==> src/rtl/way2_tag_pkg.sv <==
// Package: shared widths and the way type for the two-way tag directory.
// Assumes a 29-bit physical address and 32-byte lines unless overridden at the top.
package way2_tag_pkg;
    localparam int ADDR_W_DEF = 29;
    localparam int LINE_BYTES_DEF = 32;
    localparam int SETS_DEF = 32;
    localparam int WAYS = 2;

    typedef logic way_t;
endpackage

==> src/rtl/w2_way_bank.sv <==
// Module: storage for one way - tag array, valid vector and dirty vector.
// Assumes at most one of fill_we / inv_we / set_dirty is high per cycle and that
// the caller has already gated all commands with both resets.
module w2_way_bank #(
    parameter int SETS  = 32,
    parameter int TAG_W = 19,
    localparam int IDX_W = $clog2(SETS)
) (
    input  logic             clk,
    input  logic             por_n,
    input  logic [IDX_W-1:0] idx,
    input  logic [TAG_W-1:0] new_tag,
    input  logic             fill_we,
    input  logic             inv_we,
    input  logic             set_dirty,
    output logic [TAG_W-1:0] rd_tag,
    output logic             rd_vld,
    output logic             rd_drt,
    output logic [SETS-1:0]  vld_vec,
    output logic [SETS-1:0]  drt_vec
);
    logic [TAG_W-1:0] tag_mem [SETS];

    // Tag storage: written on fill only, never reset.
    always_ff @(posedge clk) begin
        if (fill_we) begin
            tag_mem[idx] <= new_tag;
        end
    end

    // Valid flags: cleared by power-on reset, set on fill, cleared on invalidate.
    always_ff @(posedge clk) begin
        if (!por_n) begin
            vld_vec <= '0;
        end else if (fill_we) begin
            vld_vec[idx] <= 1'b1;
        end else if (inv_we) begin
            vld_vec[idx] <= 1'b0;
        end
    end

    // Dirty flags: cleared by power-on reset, fill or invalidate; set by a copy-back write.
    always_ff @(posedge clk) begin
        if (!por_n) begin
            drt_vec <= '0;
        end else if (fill_we || inv_we) begin
            drt_vec[idx] <= 1'b0;
        end else if (set_dirty) begin
            drt_vec[idx] <= 1'b1;
        end
    end

    // Read port for the current set.
    always_comb begin
        rd_tag = tag_mem[idx];
        rd_vld = vld_vec[idx];
        rd_drt = drt_vec[idx];
    end
endmodule

==> src/rtl/w2_lru_bank.sv <==
// Module: one replacement bit per set; the value names the way to fill next.
// Assumes the update strobe is already gated by both resets.
module w2_lru_bank #(
    parameter int SETS = 32,
    localparam int IDX_W = $clog2(SETS)
) (
    input  logic             clk,
    input  logic             por_n,
    input  logic [IDX_W-1:0] idx,
    input  logic             upd_en,
    input  logic             upd_val,
    output logic             rd_bit,
    output logic [SETS-1:0]  lru_vec
);
    // Replacement bits: cleared by power-on reset, written on a hit or fill.
    always_ff @(posedge clk) begin
        if (!por_n) begin
            lru_vec <= '0;
        end else if (upd_en) begin
            lru_vec[idx] <= upd_val;
        end
    end

    // Read port for the current set.
    assign rd_bit = lru_vec[idx];
endmodule

==> src/rtl/w2_victim_sel.sv <==
// Module: picks the way to replace - first invalid way, else the replacement bit.
// Purely combinational; assumes exactly two ways.
module w2_victim_sel (
    input  logic [1:0] vld,
    input  logic       lru_bit,
    output logic       vict
);
    // Invalid way 0 wins, then invalid way 1, then the replacement bit.
    always_comb begin
        if (!vld[0]) begin
            vict = 1'b0;
        end else if (!vld[1]) begin
            vict = 1'b1;
        end else begin
            vict = lru_bit;
        end
    end
endmodule

==> src/rtl/way2_tag_dir.sv <==
// Module: two-way set-associative tag and state directory.
// Lookups answer combinationally in the request cycle; fills, invalidates and
// access updates commit at the next rising edge. Power-on reset clears flags,
// manual reset freezes all state. Assumes at most one fill or invalidate per cycle.
module way2_tag_dir
    import way2_tag_pkg::*;
#(
    parameter int ADDR_W     = ADDR_W_DEF,
    parameter int LINE_BYTES = LINE_BYTES_DEF,
    parameter int SETS       = SETS_DEF,
    localparam int OFF_W = $clog2(LINE_BYTES),
    localparam int IDX_W = $clog2(SETS),
    localparam int TAG_W = ADDR_W - OFF_W - IDX_W
) (
    input  logic              clk,
    input  logic              por_n,
    input  logic              mrst_n,
    input  logic              copy_back,
    input  logic [ADDR_W-1:0] req_addr,
    input  logic              req_rd,
    input  logic              req_wr,
    input  logic              fill_en,
    input  logic              inv_en,
    output logic              hit,
    output logic              hit_way,
    output logic              vict_way,
    output logic              vict_valid,
    output logic              vict_dirty,
    output logic [TAG_W-1:0]  vict_tag
);
    logic [IDX_W-1:0] idx;
    logic [TAG_W-1:0] atag;
    logic [TAG_W-1:0] rd_tag [WAYS];
    logic [WAYS-1:0]  rd_vld;
    logic [WAYS-1:0]  rd_drt;
    logic [SETS-1:0]  vld_vec [WAYS];
    logic [SETS-1:0]  drt_vec [WAYS];
    logic [WAYS-1:0]  match;
    logic [WAYS-1:0]  fill_we;
    logic [WAYS-1:0]  inv_we;
    logic [WAYS-1:0]  dirty_we;
    logic             live, fill_go, inv_go, acc_go;
    logic             lru_bit, lru_upd, lru_val;
    logic [SETS-1:0]  lru_vec;

    // Address split into set index and tag.
    assign idx  = req_addr[OFF_W +: IDX_W];
    assign atag = req_addr[ADDR_W-1 -: TAG_W];

    // Command qualification: both resets released, fill only on miss, invalidate only on hit.
    always_comb begin
        live    = por_n && mrst_n;
        fill_go = live && fill_en && !hit;
        inv_go  = live && inv_en && hit;
        acc_go  = live && (req_rd || req_wr) && hit && !inv_go;
    end

    genvar w;
    generate
        for (w = 0; w < WAYS; w++) begin : g_way
            // Per-way strobes and hit compare.
            always_comb begin
                match[w]    = rd_vld[w] && (rd_tag[w] == atag);
                fill_we[w]  = fill_go && (vict_way == way_t'(w));
                inv_we[w]   = inv_go && (hit_way == way_t'(w));
                dirty_we[w] = acc_go && req_wr && copy_back && (hit_way == way_t'(w));
            end

            w2_way_bank #(.SETS(SETS), .TAG_W(TAG_W)) u_bank (
                .clk       (clk),
                .por_n     (por_n),
                .idx       (idx),
                .new_tag   (atag),
                .fill_we   (fill_we[w]),
                .inv_we    (inv_we[w]),
                .set_dirty (dirty_we[w]),
                .rd_tag    (rd_tag[w]),
                .rd_vld    (rd_vld[w]),
                .rd_drt    (rd_drt[w]),
                .vld_vec   (vld_vec[w]),
                .drt_vec   (drt_vec[w])
            );
        end
    endgenerate

    // Hit result.
    assign hit     = |match;
    assign hit_way = match[1];

    // Replacement update: point away from the way just used or filled.
    always_comb begin
        lru_upd = fill_go || acc_go;
        lru_val = fill_go ? ~vict_way : ~hit_way;
    end

    w2_lru_bank #(.SETS(SETS)) u_lru (
        .clk     (clk),
        .por_n   (por_n),
        .idx     (idx),
        .upd_en  (lru_upd),
        .upd_val (lru_val),
        .rd_bit  (lru_bit),
        .lru_vec (lru_vec)
    );

    w2_victim_sel u_vsel (
        .vld     (rd_vld),
        .lru_bit (lru_bit),
        .vict    (vict_way)
    );

    // Victim report.
    always_comb begin
        vict_valid = rd_vld[vict_way];
        vict_dirty = rd_drt[vict_way];
        vict_tag   = rd_tag[vict_way];
    end

    // at most one way may match an address.
    a_r1_single_match: assert property (@(posedge clk) disable iff (!por_n)
        $countones(match) <= 1);

    // the edge after power-on reset leaves every flag clear.
    a_r2_por_clears: assert property (@(posedge clk) disable iff (!por_n)
        $rose(por_n) |-> (vld_vec[0] == '0 && vld_vec[1] == '0 &&
                          drt_vec[0] == '0 && drt_vec[1] == '0 && lru_vec == '0));

    // a held manual reset freezes valid, dirty and replacement state.
    a_r3_mrst_freeze: assert property (@(posedge clk) disable iff (!por_n)
        !mrst_n |=> (vld_vec[0] == $past(vld_vec[0]) && vld_vec[1] == $past(vld_vec[1]) &&
                     drt_vec[0] == $past(drt_vec[0]) && drt_vec[1] == $past(drt_vec[1]) &&
                     lru_vec == $past(lru_vec)));

    // in write-through mode no dirty flag is newly raised.
    a_r5_wt_clean: assert property (@(posedge clk) disable iff (!por_n)
        !copy_back |=> ((drt_vec[0] & ~$past(drt_vec[0])) == '0 &&
                        (drt_vec[1] & ~$past(drt_vec[1])) == '0));

    // after an access hit the replacement bit names the other way.
    a_r6_lru_flip: assert property (@(posedge clk) disable iff (!por_n)
        (acc_go && mrst_n) |=> lru_vec[$past(idx)] == ~$past(hit_way));

    // a fill leaves the chosen way valid and clean.
    a_r8_fill_state: assert property (@(posedge clk) disable iff (!por_n)
        fill_go |=> (vld_vec[$past(vict_way)][$past(idx)] &&
                     !drt_vec[$past(vict_way)][$past(idx)]));
endmodule

==> config.mk <==
export PLATFORM = sky130hd
export DESIGN_NAME = way2_tag_dir
export DESIGN_NICKNAME = d
export VERILOG_FILES = /design/src/rtl/way2_tag_pkg.sv /design/src/rtl/w2_way_bank.sv /design/src/rtl/w2_lru_bank.sv /design/src/rtl/w2_victim_sel.sv /design/src/rtl/way2_tag_dir.sv
export SDC_FILE = /design/constraint.sdc
export NUM_CORES = 1
export LEC_CHECK = 0
export BUFFER_PORTS_ARGS = -buffer_cell sky130_fd_sc_hd__buf_2
export CORE_MARGIN = 8
export CORE_UTILIZATION = 45
export DETAILED_ROUTE_END_ITERATION = 8
export PLACE_DENSITY = 0.68
export SYNTH_ARGS = -nofsm -noshare
export SYNTH_HDL_FRONTEND = slang
export SYNTH_HIERARCHICAL = 1
export SYNTH_SLANG_ARGS = --single-unit
==> constraint.sdc <==
create_clock -name clk -period 4 [get_ports clk]
set_input_delay 0.2 -clock clk [delete_from_list [all_inputs] [get_ports clk]]
set_output_delay 0.2 -clock clk [all_outputs]
set_load 0.1 [all_outputs]
; Word-level counts from Yosys, hierarchy flattened
; Memory sizes are Yosys's and may differ from the RTL's.
; Cells that the tools add are included.
; W data, S select, Z words.
[totals]
ram_bits = 1216
ff_bits = 160
inputBits = 37
out_inout_bits = 24
wordCells = 90
mem_count = 2
[op_classes]
n_lt_le_gt_ge = 4
muxes = 35
bitwise_logic = 12
eq_ne = 2
n_reduce_logical = 30
[mem_list]
columns = memory, depth, width, read_ports, rd_ports_with_merged_regs, wr, line
row1 = g_way[0].u_bank.tag_mem, 32, 19, 1, 0, 1, w2_way_bank.sv:22  ; logic [TAG_W-1:0] tag_mem [SETS];
row2 = g_way[1].u_bank.tag_mem, 32, 19, 1, 0, 1, w2_way_bank.sv:22
[op_table]
columns = op, n
row1 = $mux W32, 8
row2 = $and A32 B32 Y32, 4
row3 = $or A32 B32 Y32, 4
row4 = $mux W19, 3
row5 = $eq A19 B19 Y1, 2
row6 = $bwmux W32, 1
row7 = $not A32 Y32, 1
row8 = $bmux W1 S5, 5
row9 = $logic_and A1 B1 Y1, 19
row10 = $mux W1, 17
row11 = $reduce_bool A2 Y1, 4
row12 = $lt A5 B6 Y1 const B, 1
row13 = $demux W1 S5, 1
row14 = $ge A5 B1 Y1 const B, 1
row15 = $logic_or A1 B1 Y1, 4
row16 = $ge A2 B2 Y1 const B, 1
row17 = $logic_not A1 Y1, 2
row18 = $lt A1 B2 Y1 const B, 1
row19 = $not A1 Y1, 2
row20 = $not A1 Y2, 1
row21 = $reduce_or A2 Y1, 1

; Logic depth before layout (Yosys ltp)
; Gate-level depths: netlist of the first run.
[depth]
word_depth = 12
mapped_depth = 18
ltp_nobuf = 14

; Modules after synthesis
; The synthesis of the first run kept the hierarchy.
[modules_own_cells]
columns = mod, area_each_um2, n_inst, seq_area_each_um2, cells_each
row1 = w2_way_bank, 26317.7, 2, 19538.7, 1606
row2 = w2_lru_bank, 1981.9, 1, 640.6, 238
row3 = way2_tag_dir, 763.2, 1, 0.0, 93
row4 = w2_victim_sel, 11.3, 1, 0.0, 2

; Worst setup path after synthesis of the first run
; OpenSTA, ideal clock, no wires.
[synth_path]
kind = input port to flip-flop
startpoint = input req_addr[6]
endpoint = memory g_way[1].u_bank.tag_mem[14][0], enable pin
slack_ps = -1140
arrival_ps = 4744
path_stages = 13
setup_time_ps = 396
n_path_buf = 5
required_ps = 3604
path_cell_list = buf_2 -> buf_2 -> buf_2 -> mux2i_1 -> o22ai_1 -> nor4_1 -> nand2_1 -> a21boi_1 -> clkbuf_1 -> buf_2 -> and3_1 -> nand3b_1 -> nor2_1
[synth_via]
word_cells_on_any_way = 20
classes_between = eq/ne: 2 / mux: 10 / reduce/logical: 6 / memory: 2
[synth_rtl]
columns = item, line
row1 = start: declaration, way2_tag_dir.sv:19  ; input logic [ADDR_W-1:0] req_addr,
row2 = $bmux W1 S5, w2_way_bank.sv:56  ; rd_vld = vld_vec[idx];
row3 = $mux W1 (not written as such), w2_way_bank.sv:56
row4 = named net rd_vld[1], way2_tag_dir.sv:34  ; logic [WAYS-1:0] rd_vld;
row5 = $mux W1, w2_victim_sel.sv:12  ; end else if (!vld[1]) begin
row6 = $mux W1, w2_victim_sel.sv:10  ; if (!vld[0]) begin
row7 = named net vict_way, way2_tag_dir.sv:26  ; output logic vict_way,
row8 = $logic_and A1 B1 Y1, way2_tag_dir.sv:64  ; fill_we[w] = fill_go && (vict_way == way_t'(w));
row9 = named net fill_we[1], way2_tag_dir.sv:39  ; logic [WAYS-1:0] fill_we;
row10 = $mux W1, w2_way_bank.sv:26  ; if (fill_we) begin
row11 = $mux W1 (not written as such), w2_way_bank.sv:27  ; tag_mem[idx] <= new_tag;
row12 = end: declaration, w2_way_bank.sv:22
; The timed path passes the listed nets, and every way through them passes these cells. The select of a mux whose other input is x is not followed.

; Worst setup path in the final report of the first run
[layout_path]
startpoint = input req_addr[6]
endpoint = memory g_way[1].u_bank.tag_mem[22][13], enable pin
[layout_via]
elab_chain_cells = 9
word_cells_on_any_way = 20
classes_between = eq/ne: 2 / mux: 10 / reduce/logical: 6 / memory: 2
[layout_rtl]
columns = item, line
row1 = $bmux W1 S5 (*), w2_way_bank.sv:56
row2 = $mux W1 (not written as such) (*), w2_way_bank.sv:56
row3 = named net rd_vld[0], way2_tag_dir.sv:34
row4 = $logic_and A1 B1 Y1, way2_tag_dir.sv:63  ; match[w] = rd_vld[w] && (rd_tag[w] == atag);
row5 = $reduce_or A2 Y1, way2_tag_dir.sv:87  ; assign hit = |match;
row6 = $logic_not A1 Y1, way2_tag_dir.sv:53  ; fill_go = live && fill_en && !hit;
row7 = $logic_and A1 B1 Y1, way2_tag_dir.sv:53
row8 = $logic_and A1 B1 Y1 (*), way2_tag_dir.sv:64
row9 = named net fill_we[1], way2_tag_dir.sv:39
row10 = $mux W1 (*), w2_way_bank.sv:26
row11 = $mux W1 (not written as such) (*), w2_way_bank.sv:27
; The timed path passes the listed nets; every way through them passes the cells marked *. The select of a mux whose other input is x is not followed.

==> results of run 1 <==
## power breakdown
group / switching, µW / total (µW) / internal [µW]
Sequential: 6.98 / 15600 / 15600
Clock: 5350 / 12700 / 7350
Combinational: 1470 / 2310 / 847
## kinds of logic after synthesis
| kind of cell | Yosys count |
|---|---|
| muxes | 713 |
| AOI/OAI and AO/OA | 650 |
| xor gates and xnor gates | 38 |
| DFF | 1376 |
| buffers and inverters | 247 |
| and+or+nand+nor | 521 |
## per-layer routing
layer | routed length [µm] | track usage | vias to the layer above
met1 | 63800 | 0.305 | 17300
met2 | 73200 | 0.359 | 1634
met3 | 15200 | 0.0540 | 285
met4 | 5410 | 0.0775 | 0
li1 | - | - | 15000
met5 | 0 | 0 | -
## repair_timing
action | in CTS | in global routing
gates cloned | 17 | 1
endpoints found under the hold margin | 64 | 0
buffers inserted | 0 | 0
pin swaps | 17 | 2
hold buffers | 9 | 0
endpoints found under the setup margin | 867 | 895
resized for setup | 27 | 26
## cell usage after synthesis, drive strengths merged, types with 2 or more instances
master | instances | area (µm²)
nand3b | 18 | 135
o21ai | 18 | 90.1
xor2 | 24 | 210
or3 | 4 | 25.0
nor3b | 4 | 62.6
and3 | 2 | 13.8
a21oi | 65 | 325
nand4 | 8 | 50.1
edfxtp | 1216 | 36500
inv | 5 | 18.8
or3b | 10 | 87.6
o22ai | 336 | 2100
mux2 | 22 | 248
dfxtp | 160 | 3200
nand2 | 93 | 349
nand3 | 24 | 120
nand4bb | 12 | 135
nor2 | 217 | 820
o31ai | 65 | 488
nor4 | 93 | 594
nand4b | 8 | 70.1
and3b | 2 | 20.0
or4b | 8 | 95.1
xnor2 | 14 | 123
buf | 156 | 842
nor3 | 4 | 20.0
or2 | 2 | 12.5
o221ai | 5 | 43.8
or4 | 2 | 15.0
nor2b | 4 | 25.0
nand2b | 4 | 25.0
o21a | 64 | 480
clkbuf | 86 | 363
mux2i | 691 | 6920
nor4b | 2 | 17.5
a21boi | 94 | 706
## final cells by class
type	count	area share
multi-input cells	1940	0.226
well taps	1625	0.0302
inverters	5	0.000278
clock inverters	77	0.0112
clock buffers	171	0.0543
repair buffers	578	0.0885
flip-flops and latches	1376	0.589
## worst max-delay path: stages
cell and delay (ns):
buf_8 0.23, buf_12 0.22, buf_4 0.28, buf_12 0.19, mux2i_1 0.29, o22ai_1 0.20
nor4_1 0.43, nand2_1 0.29, nand4_1 0.16, nor2_1 0.06, nand4_1 0.10, buf_4 0.14
nor2b_1 0.20, and3_4 0.25, buf_4 0.12, nand3b_1 0.13, buf_4 0.22, buf_4 0.16
nor2_2 0.21, buf_12 0.22
## worst max-delay path by stage
stage	startpoint	to	slack, ns
after CTS	g_way[0].u_bank/tag_mem[0][4]$_DFFE_PP_	g_way[1].u_bank/tag_mem[4][6]$_DFFE_PP_	-0.05
final	req_addr[6]	g_way[1].u_bank/tag_mem[22][13]$_DFFE_PP_	0.07
after global placement	req_addr[6]	g_way[0].u_bank/tag_mem[2][9]$_DFFE_PP_	-1.04
after global routing	g_way[1].u_bank/tag_mem[7][5]$_DFFE_PP_	hit_way	-0.06
after detailed placement	req_addr[6]	g_way[0].u_bank/tag_mem[26][7]$_DFFE_PP_	-1.06
after floorplan	req_addr[6]	g_way[1].u_bank/tag_mem[1][0]$_DFFE_PP_	-0.21
## state kept, by name, summed over array words and instances (netlist names), named ones only
| register | cells |
|---|---|
| g_way.u_bank/tag_mem | 1216 |
| u_lru/lru_vec | 32 |
## stage by stage
step                instances  worst slack [ns]  utilization   TNS, ns
finish                   5772            0.0660        0.552         0
detailed placement       5497             -1.06        0.512  -1021.36
global route             5772           -0.0583        0.552   -0.0803
CTS                      5771           -0.0489        0.551     -1.62
global placement         5497             -1.04        0.512  -1018.51
floorplan                3545            -0.211            -    -92.37
==> impl_metrics.env, run 1 <==
export IMPL_yosys_area_share_adder=0
export IMPL_hold_violations=0
export IMPL_ys_flop_type="edfxtp_1"
export IMPL_outcome="finished clean"
export IMPL_gp_congestion=0.904
export IMPL_worst_r2r_cell_count=17
export IMPL_syn_inst=3545
export IMPL_synth_top_family_by_area="multiplexers"
export IMPL_dp_hpwl_mm=102
export IMPL_layout_common_cells="edfxtp_1, mux2i_1, buf_4"
export IMPL_peakVddDrop_v=0.000433
export IMPL_period_minus_slack_ns=3.93
export IMPL_maxSlewViolCount=0
export IMPL_firstDrtPassIters=5
export IMPL_routed_wirelength_mm=158
export IMPL_synth_xor_area_frac=0.00601
export IMPL_cts_root_buffer="clkbuf_16"
export IMPL_whs_ns=0.0359
export IMPL_crit_type="in2reg"
export IMPL_regToRegStartpoint="g_way[0].u_bank/tag_mem[22][15]$_DFFE_PP_"
export IMPL_syn_avg_cell_area_um2=15.6
export IMPL_grt_total_usage=0.226
export IMPL_overflow=0
export IMPL_port_buffers=55
export IMPL_final_layout_size_suffix_gt1_frac=0.221
export IMPL_crit_path_max_fanout=19
export IMPL_via_per_inst=5.93
export IMPL_fillCellCount=9559
export IMPL_fp_row_count=128
export IMPL_tritoncts="built"
export IMPL_synth_compound_area_share=0.0769
export IMPL_synth_cell_types=50
export IMPL_drc=0
export IMPL_powerDensity_nw_per_um2=455
export IMPL_cts_made_buffers=137
export IMPL_h_tree_depth=4
export IMPL_synth_simple_area_share=0.0486
export IMPL_hold_start="req_addr[26]"
export IMPL_synthToLayoutAreaGrowth_pct=21.7
export IMPL_final_area_um2=67400
export IMPL_vias=34200
export IMPL_place_area_um2=62500
export IMPL_grt_pass1_vias=33200
export IMPL_grt_max_degree=161
export IMPL_die_h_um=367
export IMPL_start_util=0.454
export IMPL_synth_seq_cells=1376
export IMPL_synth_area_um2=55400
export IMPL_holdPathStages=1
export IMPL_cts_sink_count=1376
export IMPL_wl_per_cell_um=27.3
export IMPL_multi_input_area_um2=15200
export IMPL_synth_mux_area_fraction=0.129
export IMPL_antennaDiodeCount=0
export IMPL_drtIter0Drc=3616
export IMPL_reg2reg_slack_ns=0.12
export IMPL_synth_seq_area_share=0.717
export IMPL_synth_edff_count=1216
export IMPL_clk_path_buf_depth=3
export IMPL_antenna_left=0
export IMPL_p_total_uw=30700
export IMPL_die_x_um=367
export IMPL_synth_warnings=6
export IMPL_nNetsFinal=4075
export IMPL_cp_end_kind="register"
export IMPL_worstMarginPinSlew_ns=1.18
export IMPL_die_area_um2=135000
export IMPL_critPathArrivalTime_ns=4.38
export IMPL_ioPinCount=61
export IMPL_async_flop_share=0
export IMPL_clk_latency_ns=0.76
export IMPL_layout_commonest_cell="edfxtp_1"
export IMPL_fin_skew_ns=0.0380
export IMPL_slew_headroom=0.214
export IMPL_synth_net_count=3582
export IMPL_post_route_period_util=0.984
export IMPL_cts_reportedPaths_clkPinSlew_ns=0.06
export IMPL_leakage_uw=0.0238
export IMPL_hold_class="in2reg"
export IMPL_max_cap_violations=0
export IMPL_fmax_mhz=254
export IMPL_r2r_end="g_way[1].u_bank/tag_mem[22][13]$_DFFE_PP_"
export IMPL_setup_viol=0
export IMPL_grt_pass1_wl_mm=227
export IMPL_crit_required_ns=4.44
export IMPL_antenna_found_initial=0
export IMPL_min_to="g_way[1].u_bank/tag_mem[13][16]$_DFFE_PP_"
export IMPL_cp_start_kind="input port"
export IMPL_regArea_um2=39700
export IMPL_fp_coreArea_um2=122000
Power figures use the tool's default switching activity.
==> inputs of run 2 (changes only) <==
--- a/config.mk
+++ b/config.mk
@@ -7,9 +7,9 @@
 export LEC_CHECK = 0
 export BUFFER_PORTS_ARGS = -buffer_cell sky130_fd_sc_hd__buf_2
 export CORE_MARGIN = 8
-export CORE_UTILIZATION = 45
+export CORE_UTILIZATION = 57
 export DETAILED_ROUTE_END_ITERATION = 8
-export PLACE_DENSITY = 0.68
+export PLACE_DENSITY = 0.82
 export SYNTH_ARGS = -nofsm -noshare
 export SYNTH_HDL_FRONTEND = slang
 export SYNTH_HIERARCHICAL = 1
==> run 2 against run 1 <==
Against the previous run:
- the flow now finishes with violations (setup timing)
- clock-buffer cell count down 13
- via count up 4.9%
- cell area decreased by 1.8%
- critical endpoint is now hit_way
- highest routed layer is now met5
- sequential power hardly changed
- die area fell by 20%
- combinational power decreased by 3%
- worst hold slack gained 0.035 ns
- fmax fell by 1.9%
==> impl_metrics.env, run 2 (synthesis results as in run 1) <==
export IMPL_outcome="complete, but fails checks"
export IMPL_violations="setup timing"
export IMPL_cp_start_kind="register"
export IMPL_crit_type="reg2out"
export IMPL_worstMarginPinSlew_ns=1.07
export IMPL_cp_end_kind="output port"
export IMPL_grt_total_usage=0.288
export IMPL_fp_coreArea_um2=96600
export IMPL_overflow=0
export IMPL_leakage_uw=0.0235
export IMPL_crit_path_max_fanout=3
export IMPL_largest_register="g_way.u_bank/tag_mem"
export IMPL_die_x_um=328
export IMPL_multi_input_area_um2=14900
export IMPL_antenna_left=0
export IMPL_cts_sink_count=1376
export IMPL_antenna_found_initial=2
export IMPL_crit_required_ns=3.80
export IMPL_hold_start="req_addr[10]"
export IMPL_synthToLayoutAreaGrowth_pct=19.5
export IMPL_r2r_end="g_way[0].u_bank/tag_mem[8][1]$_DFFE_PP_"
export IMPL_h_tree_depth=4
export IMPL_final_cells=5377
export IMPL_routed_wirelength_mm=160
export IMPL_powerDensity_nw_per_um2=455
export IMPL_max_cap_violations=0
export IMPL_combPwrFrac=0.074
export IMPL_period_minus_slack_ns=4.01
export IMPL_tritoncts="built"
export IMPL_setup_ws_ns=-0.00936
export IMPL_clockPowerShare=0.406
export IMPL_final_layout_size_suffix_gt1_frac=0.212
export IMPL_fin_skew_ns=0.0457
export IMPL_ioPinCount=61
export IMPL_layout_commonest_cell="edfxtp_1"
export IMPL_port_buffers=55
export IMPL_drtIter0Drc=5412
export IMPL_firstDrtPassIters=6
export IMPL_fillCellCount=5830
export IMPL_die_area_um2=107000
export IMPL_largest_reg_flops=1216
export IMPL_cts_reportedPaths_clkPinSlew_ns=0.06
export IMPL_setup_viol=1
export IMPL_dp_hpwl_mm=99.3
export IMPL_cts_made_buffers=132
export IMPL_grt_pass1_vias=35400
export IMPL_reg2reg_slack_ns=0.05
export IMPL_worst_r2r_cell_count=15
export IMPL_regToRegStartpoint="g_way[0].u_bank/tag_mem[23][10]$_DFFE_PP_"
export IMPL_peakVddDrop_v=0.000409
export IMPL_fmax_mhz=249
export IMPL_maxSlewViolCount=0
export IMPL_start_util=0.574
export IMPL_seqPwrFrac=0.520
export IMPL_hold_class="in2reg"
export IMPL_grt_pass1_wl_mm=230
export IMPL_post_route_period_util=1.00
export IMPL_holdPathStages=1
export IMPL_fp_row_count=114
export IMPL_regArea_um2=39700
export IMPL_dp_slack_ns=-0.553
export IMPL_via_per_inst=6.67
export IMPL_p_sw_frac=0.228
export IMPL_power_internal_uw=23200
export IMPL_dp_cells=5128
export IMPL_clk_path_buf_depth=3
export IMPL_die_h_um=328
export IMPL_switchingPower_uw=6870
export IMPL_layout_common_cells="edfxtp_1, mux2i_1, buf_4"
export IMPL_biggestRegsByFlops="g_way.u_bank/tag_mem: 1216 flops, u_lru/lru_vec: 32 flops"
export IMPL_gp_congestion=0.950
export IMPL_cts_root_buffer="clkbuf_16"
export IMPL_min_to="g_way[1].u_bank/tag_mem[25][0]$_DFFE_PP_"
export IMPL_clk_latency_ns=0.76
export IMPL_hold_violations=0
export IMPL_vias=35900
export IMPL_nNetsFinal=4032
export IMPL_critPathArrivalTime_ns=3.81
export IMPL_drc=0
export IMPL_rsz0062_at_grt="true"
export IMPL_wl_per_cell_um=29.8
export IMPL_slew_headroom=0.284
export IMPL_grt_max_degree=97
==> run 2: cell count changes in the layout (fill, tap and decap cells not counted), sizes merged <==
| cell | delta |
|---|---|
| diode | +1 |
| inv | -2 |
| clkinv | +9 |
| clkinvlp | +1 |
| bufinv | -4 |
| clkbuf | -12 |
| nor2 | -18 |
| buf | -21 |
==> run 2: layout make-up <==
cell class	count	share of cell area
tap	1276	0.0241
inverter	5	0.000284
clock inverter	81	0.0109
clock buffer	158	0.0525
timing repair buffer	558	0.0861
antenna	1	0.0000378
sequential	1376	0.600
multi-input combinational	1922	0.226
==> run 2: how the worst max path moves through the flow <==
stage	from	endpoint	cells past startpoint
2_1_floorplan	req_addr[6]	g_way[1].u_bank/tag_mem[1][0]$_DFFE_PP_	13
3_3_place_gp	req_addr[6]	g_way[1].u_bank/tag_mem[27][18]$_DFFE_PP_	16
3_5_place_dp	req_addr[5]	g_way[0].u_bank/tag_mem[5][10]$_DFFE_PP_	19
4_1_cts	g_way[1].u_bank/tag_mem[22][18]$_DFFE_PP_	hit_way	12
5_1_grt	g_way[1].u_bank/tag_mem[23][14]$_DFFE_PP_	hit_way	12
6_report	g_way[1].u_bank/tag_mem[20][18]$_DFFE_PP_	hit_way	12
==> run 2: what timing repair did <==
item | 4_1_cts | 5_1_grt
buffers inserted | 0 | 0
cloned | 0 | 0
endpoints found under the setup margin | 2 | 981
hold buffers | 9 | 0
gates resized for setup | 2 | 22
hold endpoints to repair | 57 | 0
==> run 2: power by group through the flow <==
| stage | Clock (µW) | Combinational (µW) | Sequential (µW) |
|---|---|---|---|
| global route | 12800 | 2260 | 15600 |
| global placement | 0 | 2060 | 15900 |
| CTS | 12300 | 2140 | 15600 |
| detailed placement | 0 | 2100 | 15900 |
| floorplan | 0 | 1070 | 16000 |
| finish | 12200 | 2230 | 15600 |
==> run 2: worst max-delay path: stages (launching register included) <==
cell and delay, ns:
edfxtp_1 0.39, mux2i_1 0.18, o22ai_1 0.15, nor4_2 0.55
buf_4 0.21, nand2_1 0.10, xor2_1 0.17, nor4_1 0.39
nand4_1 0.26, buf_4 0.22, inv_1 0.10, buf_4 0.16
buf_12 0.20
==> run 2: routing by layer <==
metal | GRT usage | share of wire | vias up
met5 | 0 | 0.00029 | -
met4 | 0.143 | 0.052 | 2
met3 | 0.0797 | 0.14 | 527
met2 | 0.457 | 0.47 | 2805
met1 | 0.366 | 0.35 | 17600
li1 | - | - | 14900
==> run 2: metrics by stage <==
stage	area (µm²)	setup TNS (ns)	total power, µW	util	hold slack [ns]
2_1_floorplan	55800	-92.37	17000	-	0.299
6_report	66200	-0.00936	30100	0.685	0.0704
3_5_place_dp	61700	-530.98	18100	0.639	0.455
3_3_place_gp	61700	-473.23	18000	0.639	0.439
5_1_grt	66200	-0.908	30700	0.685	0.0535
4_1_cts	66000	0	30100	0.684	0.0101
